## src/rtl/bcc_addr_gen.sv

```systemverilog
module bcc_addr_gen #(
   parameter int ADDR_W = 16,
   parameter int CNT_W  = 8,
   parameter int BANK_W = 3
) (
   input  logic              clk,
   input  logic              rst_n,
   input  logic              load_i,
   input  logic              advance_i,
   input  logic [ADDR_W-1:0] base_i,
   input  logic [ADDR_W-1:0] stride_i,
   input  logic [CNT_W-1:0]  count_i,
   output logic [ADDR_W-1:0] addr_o,
   output logic [BANK_W-1:0] bank_o,
   output logic              last_o
);
   logic [ADDR_W-1:0] addr_q;
   logic [ADDR_W-1:0] step_q;
   logic [CNT_W-1:0]  left_q;

   always_ff @(posedge clk) begin
      if (!rst_n) begin
         addr_q <= '0;
         step_q <= '0;
         left_q <= '0;
      end else if (load_i) begin
         addr_q <= base_i;
         step_q <= stride_i;
         left_q <= count_i;
      end else if (advance_i) begin
         addr_q <= addr_q + step_q;
         left_q <= left_q - 1'b1;
      end
   end

   assign addr_o = addr_q;
   assign bank_o = addr_q[BANK_W-1:0];
   assign last_o = (left_q == CNT_W'(1));

   // a held element keeps its address
   assert_hold_addr_R5: assert property (@(posedge clk) disable iff (!rst_n)
      (!load_i && !advance_i) |=> (addr_o == $past(addr_o)));
endmodule

```

## config.mk

```make
export PLATFORM = sky130hd
export DESIGN_NAME = bcc_addr_gen
export DESIGN_NICKNAME = d
export VERILOG_FILES = /design/src/rtl/bcc_addr_gen.sv
export SDC_FILE = /design/constraint.sdc
export NUM_CORES = 1
export LEC_CHECK = 0
export BUFFER_PORTS_ARGS = -buffer_cell sky130_fd_sc_hd__buf_2
export CAP_MARGIN = 10
export CORE_MARGIN = 2
export CORE_UTILIZATION = 35
export CTS_BUF_LIST = sky130_fd_sc_hd__clkbuf_4 sky130_fd_sc_hd__clkbuf_8 sky130_fd_sc_hd__clkbuf_16
export CTS_CLUSTER_DIAMETER = 30
export DETAILED_ROUTE_END_ITERATION = 6
export PLACE_DENSITY = 0.62
export SETUP_SLACK_MARGIN = 0.02
export SLEW_MARGIN = 30
export SYNTH_ARGS = -nofsm -noshare
export SYNTH_HDL_FRONTEND = slang
export SYNTH_SLANG_ARGS = --single-unit
```

## constraint.sdc

```tcl
create_clock -name clk -period 2 [get_ports clk]
set_input_delay 0.3 -clock clk [delete_from_list [all_inputs] [get_ports clk]]
set_output_delay 0.3 -clock clk [all_outputs]
set_load 0.02 [all_outputs]
```

After elaboration in Yosys (flattened, before gate mapping)
Cells that the tools add are included.
- register bits after elaboration: 40
- bits in writable memories: 0
- output and inout bits: 20
- memories kept: 0
- bits in latches: 0
- word-level logic and storage cells: 11
- bits of input ports: 44
- ROM bits: 0
- multipliers: 0
- div/mod/pow operators: 0
- bitwise logic cells: 0
- multiplexer cells: 4
- order comparisons: 0
- reductions and logical operators: 1
- shift-type cells: 0
- add/sub/neg operators: 2
- eq/ne operators: 1
- operators by type and width (cell ; number):
    two-way mux 16 bit ; 2
    adder 16 bit ; 1
    two-way mux 8 bit ; 2
    equality test 8 x 1 -> 1 bit, second input constant ; 1
    subtractor 8 x 1 -> 8 bit, second input constant ; 1
    nonzero test 2 bit ; 1

Longest topological paths before layout
Gate-level depths: netlist of the first run.
- word-level depth: 3
- depth in mapped cells: 8
- mapped depth without buffers: 8

Least setup slack after synthesis of the first run
OpenSTA, ideal clock, no wires.
- path kind: register to register
- start point: register addr_q[0], in the netlist addr_o[0]
- end point: register addr_q[12], in the netlist addr_o[12]
- stages on the path, launching flop included: 9
- required time: 1.869 ns
- data arrival time: 2.018 ns
- period minus slack after synthesis: 2.148 ns
- setup slack: -0.148 ns
- buffers on the path: 0
- setup time: 0.131 ns
- path through: dfxtp_1 ha_1 fa_1 a21oi_1 o211a_1 o31ai_1 o32ai_1 xor2_1 o22ai_1
- cells in the longest elaborated chain, start to end: 3
- ends and longest elaborated chain (item ; RTL line ; source):
    start, declared ; 17 ; logic [ADDR_W-1:0] addr_q;
    start signal, assigned ; 27 ; addr_q <= base_i;
    start signal, assigned ; 31 ; addr_q <= addr_q + step_q;
    adder 16 bit ; 31 ;
    two-way mux 16 bit ; 30 ; end else if (advance_i) begin
    two-way mux 16 bit ; 26 ; end else if (load_i) begin
No other way between the ends. The select of a mux whose other input is x is not followed.
A chain may end at the register's enable or synchronous reset.

Worst setup path in the final report of the first run
- start point: register addr_q[0], in the netlist addr_o[0]
- end point: register addr_q[14], in the netlist addr_o[14]
The elaborated chain is that of the path after synthesis.

==> impl_results.md, run 1 <==
* Post-Syn Area at about 0.0024 mm²
* Layout cells sized above 1 at 34.4%
* Final count of negative-setup-slack endpoints at 0
* Max-cap violations at 0
* Final routed wirelength across all metal layers at 5930 µm
* Clock sink count at 40
* Net count after synthesis at 341
* Largest family of logic cells by synthesized area: compound AO/OA/AOI/OAI gates
* Tightest hold margin at 0.241 ns
* Clk buf depth at 2
* Run status: finished, final reports clean
* Overall die area at around 0.0076 mm²
* Number of H-tree levels at 2
* Detailed placer's ending HPWL at around 4400 µm
* Cell variety after synth at 43
* Leading area contributor after synthesis: sky130_fd_sc_hd__dfxtp_1
* Io pins at 64
* Number of optimization iterations in the first detailed-route pass at 4
* Post-synthesis sequential element count at 40
* Achievable Freq at 509 MHz
* Die height at 87.2 µm
* Total global routing track utilization at 15.3%
* IR Drop Worst-Case VDD at roughly 0.00029 V
* Synthesized-area fraction occupied by and/or/nand/nor cells at 14.5%
* Portion of the clock cycle consumed by the worst path in the final layout at between 90% and 100%
* Worst setup SP type: flop
* Area added between synthesis and finish at 28.9%
* Adder and majority cell fraction of the synthesized area at 9.61%
* Class of the most critical setup path: reg -> reg
* Worst clock skew at 0.00701 ns
* Chip Width at between 80 and 90 µm
* Setup crit end kind: flop
* Via count at around 2200
* Diodes inserted at 0
* Row Count at 30
* Leakage power of the design at 1.43 nW
* Compound-Gate Fraction of Synth Area at a little over a fifth
* Post-route DRC violation count at 0
* Setup TNS at 0 ns
* Clock-pin slew on the worst setup and hold paths at 0.08 ns
* Post-placement setup slack at 0.00302 ns
* Net Sw Power at a little over 0.6 mW
* Routed vias/inst at 5.10
* Filler cells at 693
* Number of buffers created by CTS at 5
* Cts hold-fix bufs at 0
* Post-route total power at 2.00 mW
* Critical Path Source: addr_o[0]
* Portion of the post-synthesis area used by sequential elements at 33.1%
* Critical Path RT at between 2 and 2.5 ns
* Port Buffer Count at 63
* DR WL/cell at 13.6 µm
* Global-route wire length before repair at a little over 9000 µm
* Via count of the first global-routing pass at between 2000 and 2500
* Number of antenna violations at the first check in global routing at 0
* CP max FO at 3
* Reg-to-reg critical path startpoint: addr_o[0]
* Tmin final at 1.96 ns
* Final hold vios at 0
* Int Pwr at between 1 and 1.5 mW
* Worst skew pair latency at 0.29 ns
* Met1 capacity usage during global routing at 21.2%
* Area of the placeable core at 0.00676 mm²
* Number of nets in the finished design at 416
* Power density over the cells at 640 mW/mm²
* Cell at the root of the clock tree: sky130_fd_sc_hd__clkbuf_8
* CTS tree: yes
* Largest net degree at the start of global routing at 27
* Synth Area in XOR/XNOR at under 10%
* Setup repair after global routing missed its margin: yes
* Fraction of post-synthesis cell area in the top cell type by area at 33.1%
* Met3 layer usage reported by global route at 3.32%
* Number of warnings printed during yosys synthesis at 0
* Worst Setup Slack, final at approximately 0.036 ns
* Crit path DAT at between 2 and 2.5 ns
* Most used flip-flop cell after synthesis: sky130_fd_sc_hd__dfxtp_1
* Number of enable-type register cells in the synthesized netlist at 0
* Mean instance size in the synthesized netlist at just under 9 µm²
* Cell area after placement at 0.00289 mm²
* Routability cong. at 0.903
* DRC marker count from the first detailed-route iteration at between 60 and 70
* Sequential Power Share at 45.3%
* Syn Inst Count at 279
* Measured slew at the worst slew-check pin at 0.420 ns
* Design area at 0.00312 mm²
* Start point of the worst hold path: count_i[6]
* Part of the power in combinational logic at 26.9%
* Mux cell area share after synthesis at 8.68%
* Worst Hold Class: in -> reg
* Number of nets with antenna violations after detailed routing at 0
* Sw Share at 30.6%
* Met2 Track Usage GR at between 20 and 25%
* Remaining global-route overflow at 0
* Effective utilization at floorplan at between 30 and 40%
* Fraction of registers with async set/reset at 0%
* Main area contributors after synthesis: sky130_fd_sc_hd__dfxtp_1, sky130_fd_sc_hd__ha_1, sky130_fd_sc_hd__mux2i_1, sky130_fd_sc_hd__a21oi_1, sky130_fd_sc_hd__nor2_1
* Relative contribution of the clock network to total power at 27.7%
* Peak-usage layer in the global routing report: met2
* Max Slew Vio Count at 0
* Relative slew slack at a little under three quarters
state kept, by name (all words and copies together) (netlist names):
signal and flops:
step_q 16, left_q 8, addr_o 16
final timing paths:
check | to | slack, ns | cells past startpoint
min | left_q[6] | 0.24 | 3
min reg2reg | step_q[5] | 0.50 | 2
max | addr_o[14] | 0.04 | 8
max reg2reg | addr_o[14] | 0.04 | 8
cell type report:
class | instances | area [µm²] | area share (%)
multi-input combinational | 215 | 1610 | 51.5
tap | 80 | 100 | 3.21
clock buffer | 6 | 82.6 | 2.65
sequential | 40 | 811 | 26.0
inverter | 7 | 26.3 | 0.842
clock inverter | 2 | 10.0 | 0.321
timing repair buffer | 85 | 483 | 15.5
power by group through the flow:
| stage | clock network (mW) | logic [mW] | registers [mW] |
|---|---|---|---|
| 5_1_grt | 0.612 | 0.594 | 0.914 |
| 3_3_place_gp | 0 | 0.502 | 0.916 |
| 2_1_floorplan | 0 | 0.327 | 0.940 |
| 6_report | 0.554 | 0.538 | 0.905 |
| 4_1_cts | 0.577 | 0.512 | 0.901 |
| 3_5_place_dp | 0 | 0.507 | 0.918 |
layer usage:
metal | vias up | part of all wire (%)
li1 | 1156 | -
met1 | 1008 | 50
met2 | 50 | 45
met3 | 6 | 4.6
met4 | 0 | 0.91
met5 | - | 0
what timing repair did:
item / 4_1_cts / 5_1_grt
setup buffers: 0 / 4
gates resized for setup: 4 / 21
setup endpoints to repair: 3 / 10
pin swaps: 0 / 15
synthesized netlist by cell type, types with 2 or more instances:
library cell and number:
sky130_fd_sc_hd__a211oi_1 9, sky130_fd_sc_hd__a21o_1 6, sky130_fd_sc_hd__a21oi_1 29, sky130_fd_sc_hd__a31oi_1 3, sky130_fd_sc_hd__buf_2 2, sky130_fd_sc_hd__buf_4 5, sky130_fd_sc_hd__buf_6 2, sky130_fd_sc_hd__clkbuf_1 7
sky130_fd_sc_hd__dfxtp_1 40, sky130_fd_sc_hd__ha_1 17, sky130_fd_sc_hd__inv_1 6, sky130_fd_sc_hd__mux2i_1 21, sky130_fd_sc_hd__nand2_1 18, sky130_fd_sc_hd__nand3_1 3, sky130_fd_sc_hd__nor2_1 34, sky130_fd_sc_hd__nor3b_1 9
sky130_fd_sc_hd__o211ai_1 3, sky130_fd_sc_hd__o21a_1 3, sky130_fd_sc_hd__o21ai_0 11, sky130_fd_sc_hd__o22ai_1 10, sky130_fd_sc_hd__o31ai_1 2, sky130_fd_sc_hd__xnor2_1 13, sky130_fd_sc_hd__xor2_1 6
placed cells by master, fill, tap and decap left out, drive strengths merged, types with 2 or more instances in the layout:
master	instances
nand3	3
buf	85
o211ai	3
o22ai	10
ha	17
xnor2	13
a21o	6
mux2i	21
dfxtp	40
a211oi	9
o21ai	11
a21oi	29
a31oi	3
o31ai	2
inv	6
nor2	34
xor2	6
nand2	18
o21a	3
clkbuf	6
or3	2
clkinv	3
nor3	2
nor3b	9
worst max-delay path, stage by stage (launching register included):
cell and delay, ns:
sky130_fd_sc_hd__dfxtp_4 0.36, sky130_fd_sc_hd__ha_4 0.16, sky130_fd_sc_hd__fa_2 0.35, sky130_fd_sc_hd__a21oi_2 0.17, sky130_fd_sc_hd__o211a_1 0.22, sky130_fd_sc_hd__nor2_1 0.08
sky130_fd_sc_hd__a31oi_1 0.24, sky130_fd_sc_hd__xor2_1 0.18, sky130_fd_sc_hd__o22ai_1 0.09
cell families after synthesis:
logic type	count (synthesis)
AND/OR/NAND/NOR	74
XOR/XNOR	19
flip-flops	40
multiplexers	21
buffers and inverters	24
adder cells (fa/ha/maj)	18
AO/OA/AOI/OAI	83
through the flow:
stage | instances | util, %
2_1_floorplan | 279 | -
3_3_place_gp | 423 | 42.8
3_5_place_dp | 423 | 42.8
4_1_cts | 431 | 44.4
5_1_grt | 435 | 46.2
6_report | 435 | 46.2
Power figures use the tool's default switching activity.
==> run 2, diff against run 1 <==
- PLACE_DENSITY: 0.62 -> 0.6
- clock period: 2 -> 2.2 ns (I/O delays scaled with it)
==> run 2 against run 1 <==
Against the previous run:
- die area did not move
- via count fell by 3.0%
- sequential power fell by 9.8%
- critical path type is now reg -> out
- largest cell class unchanged
- non-clock buffer count fell by 12
- count of clock-buffer cells in the layout did not move
- setup slack improved by 0.071 ns
- largest power group unchanged
- clock skew rose by 0.0024 ns
- register-to-register slack improved by 0.13 ns
==> impl_results.md, run 2 (synthesized netlist as in run 1, its figures left out) <==
* Via count at 2154 (-3.0%)
* Port Buffer Count at 63 (unchanged)
* Number of nets with antenna violations after detailed routing at 0 (unchanged)
* Measured slew at the worst slew-check pin at 0.405 ns (-0.0150 ns)
* Detailed placer's ending HPWL at 4320 µm (-1.9%)
* Final count of negative-setup-slack endpoints at 0 (unchanged)
* Tightest hold margin at 0.265 ns (+0.0240 ns)
* Remaining global-route overflow at 0 (unchanged)
* Cell at the root of the clock tree: sky130_fd_sc_hd__clkbuf_8
* Area of the placeable core at 0.00676 mm² (unchanged)
* Routed vias/inst at 5.09 (-0.22%)
* Post-placement setup slack at 0.0305 ns (+0.0275 ns)
* Clock-pin slew on the worst setup and hold paths at 0.08 ns (about the same)
* Layout cells sized above 1 at 25.7% (-8.7 points)
* Part of the power in combinational logic at 23.6% (-3.3 points)
* Routability cong. at 0.800 (-11%)
* Run status: finished, final reports clean
* Tmin final at roughly 2.1 ns
* Final hold vios at 0 (unchanged)
* Effective utilization at floorplan at 35.9% (unchanged)
* Class of the most critical setup path: reg -> out
* Worst Hold Class: in -> reg
* Power density over the cells at 639 mW/mm² (-0.18%)
* Io pins at 64 (unchanged)
* Max-cap violations at 0 (unchanged)
* Crit path DAT at 1.76 ns (-0.36 ns)
* Overall die area at 0.00760 mm² (unchanged)
* Number of nets in the finished design at 404 (-2.9%)
* Commonest non-fill, non-tap cells in the layout: sky130_fd_sc_hd__buf_2, sky130_fd_sc_hd__dfxtp_1, sky130_fd_sc_hd__nor2_1
* Sw Share at 29.1% (-1.5 points)
* Largest net degree at the start of global routing at 27 (unchanged)
* CTS tree: yes
* Relative slew slack at 72.9% (+1.0 points)
* Leakage power of the design at 1.36 nW (-4.4%)
* Row Count at 30 (unchanged)
* Final routed wirelength across all metal layers at 5670 µm (-4.4%)
* Clock sink count at 40 (unchanged)
* DR WL/cell at 13.4 µm (-1.7%)
* Max Slew Vio Count at 0 (unchanged)
* Portion of the clock cycle consumed by the worst path in the final layout at 95.1%
* Die height at 87.2 µm (unchanged)
* Most common library cell in the layout ignoring fill and taps: sky130_fd_sc_hd__buf_2
* CP max FO at 6 (+3)
* Number of optimization iterations in the first detailed-route pass at 4 (unchanged)
* DRC marker count from the first detailed-route iteration at 75 (+12%)
* Achievable Freq at around 480 MHz
* Worst clock skew at 0.00943 ns (+0.00242 ns)
* Clk buf depth at 2 (unchanged)
* Diodes inserted at 0 (unchanged)
* Sequential Power Share at 43.7% (-1.6 points)
* Number of H-tree levels at 2 (unchanged)
* Worst Setup Slack, final at 0.107 ns (+0.0712 ns)
* Number of buffers created by CTS at 5 (unchanged)
* IR Drop Worst-Case VDD at 0.000223 V (-23%)
* Via count of the first global-routing pass at 2093 (+3.1%)
* Global-route wire length before repair at 9490 µm (+2.0%)
* Worst skew pair latency at 0.29 ns (about the same)
* Setup repair after global routing missed its margin: yes
* Final Util at 43.3% (-2.9 points)
* Worst setup SP type: flop
* Critical Path RT at 1.87 ns (-0.28 ns)
* Relative contribution of the clock network to total power at 32.7% (+5.0 points)
* Net Sw Power at 0.544 mW (-11%)
* Post-route DRC violation count at 0 (unchanged)
* Total global routing track utilization at 15.8% (+0.45 points)
* Area added between synthesis and finish at 20.7%
* Int Pwr at 1.32 mW (-4.5%)
* Setup crit end kind: output pin
* Chip Width at 87.2 µm (unchanged)
* Number of antenna violations at the first check in global routing at 0 (unchanged)
run 2: worst paths after layout:
| check | startpoint | end | slack, ns | cells after the start |
|---|---|---|---|---|
| max reg2reg | addr_o[11] | addr_o[14] | 0.17 | 7 |
| min | base_i[1] | addr_o[1] | 0.27 | 3 |
| min reg2reg | step_q[12] | step_q[12] | 0.51 | 2 |
| max | left_q[2] | last_o | 0.11 | 3 |
run 2: what timing repair did:
action,in CTS,in global routing
resized for setup,2,1
hold buffers,0,0
pin swaps,2,4
setup buffers,0,1
endpoints found under the setup margin,1,2
run 2: final cells by class:
class                      count  area, µm²
tap                           80        100
inverter                       7       26.3
multi-input combinational    215       1490
sequential                    40        801
clock buffer                   6       76.3
clock inverter                 2       35.0
timing repair buffer          73        390
fill                         709       3830
run 2: metal layers:
metal / up-vias / track usage [%] / share of wire [%]
li1: 1132 / - / -
met1: 975 / 21.7 / 51
met2: 43 / 24.1 / 43
met3: 4 / 3.51 / 4.9
met4: 0 / 5.87 / 1.2
met5: - / 0 / 0
run 2: stage by stage:
step,setup TNS [ns],cell area [µm²],power [mW],std cells
after floorplan,0,2420,1.15,279
after detailed placement,0,2800,1.27,414
final,0,2920,1.87,423
after CTS,0,2910,1.89,422
after global placement,0,2800,1.26,414
after global routing,-0.0110,2920,1.98,423
run 2: worst max-delay path: stages (launching register included):
cell and delay [ns]:
sky130_fd_sc_hd__dfxtp_1 0.36, sky130_fd_sc_hd__or4_4 0.58, sky130_fd_sc_hd__nor4b_1 0.30, sky130_fd_sc_hd__buf_2 0.22
run 2: power groups by stage:
stage                     registers (mW)  clock network, mW  logic, mW
after floorplan                    0.854                  0      0.294
after global placement             0.833                  0      0.432
after detailed placement           0.833                  0      0.436
after CTS                          0.817              0.633      0.440
after global routing               0.825              0.668      0.492
final                              0.816              0.611      0.440
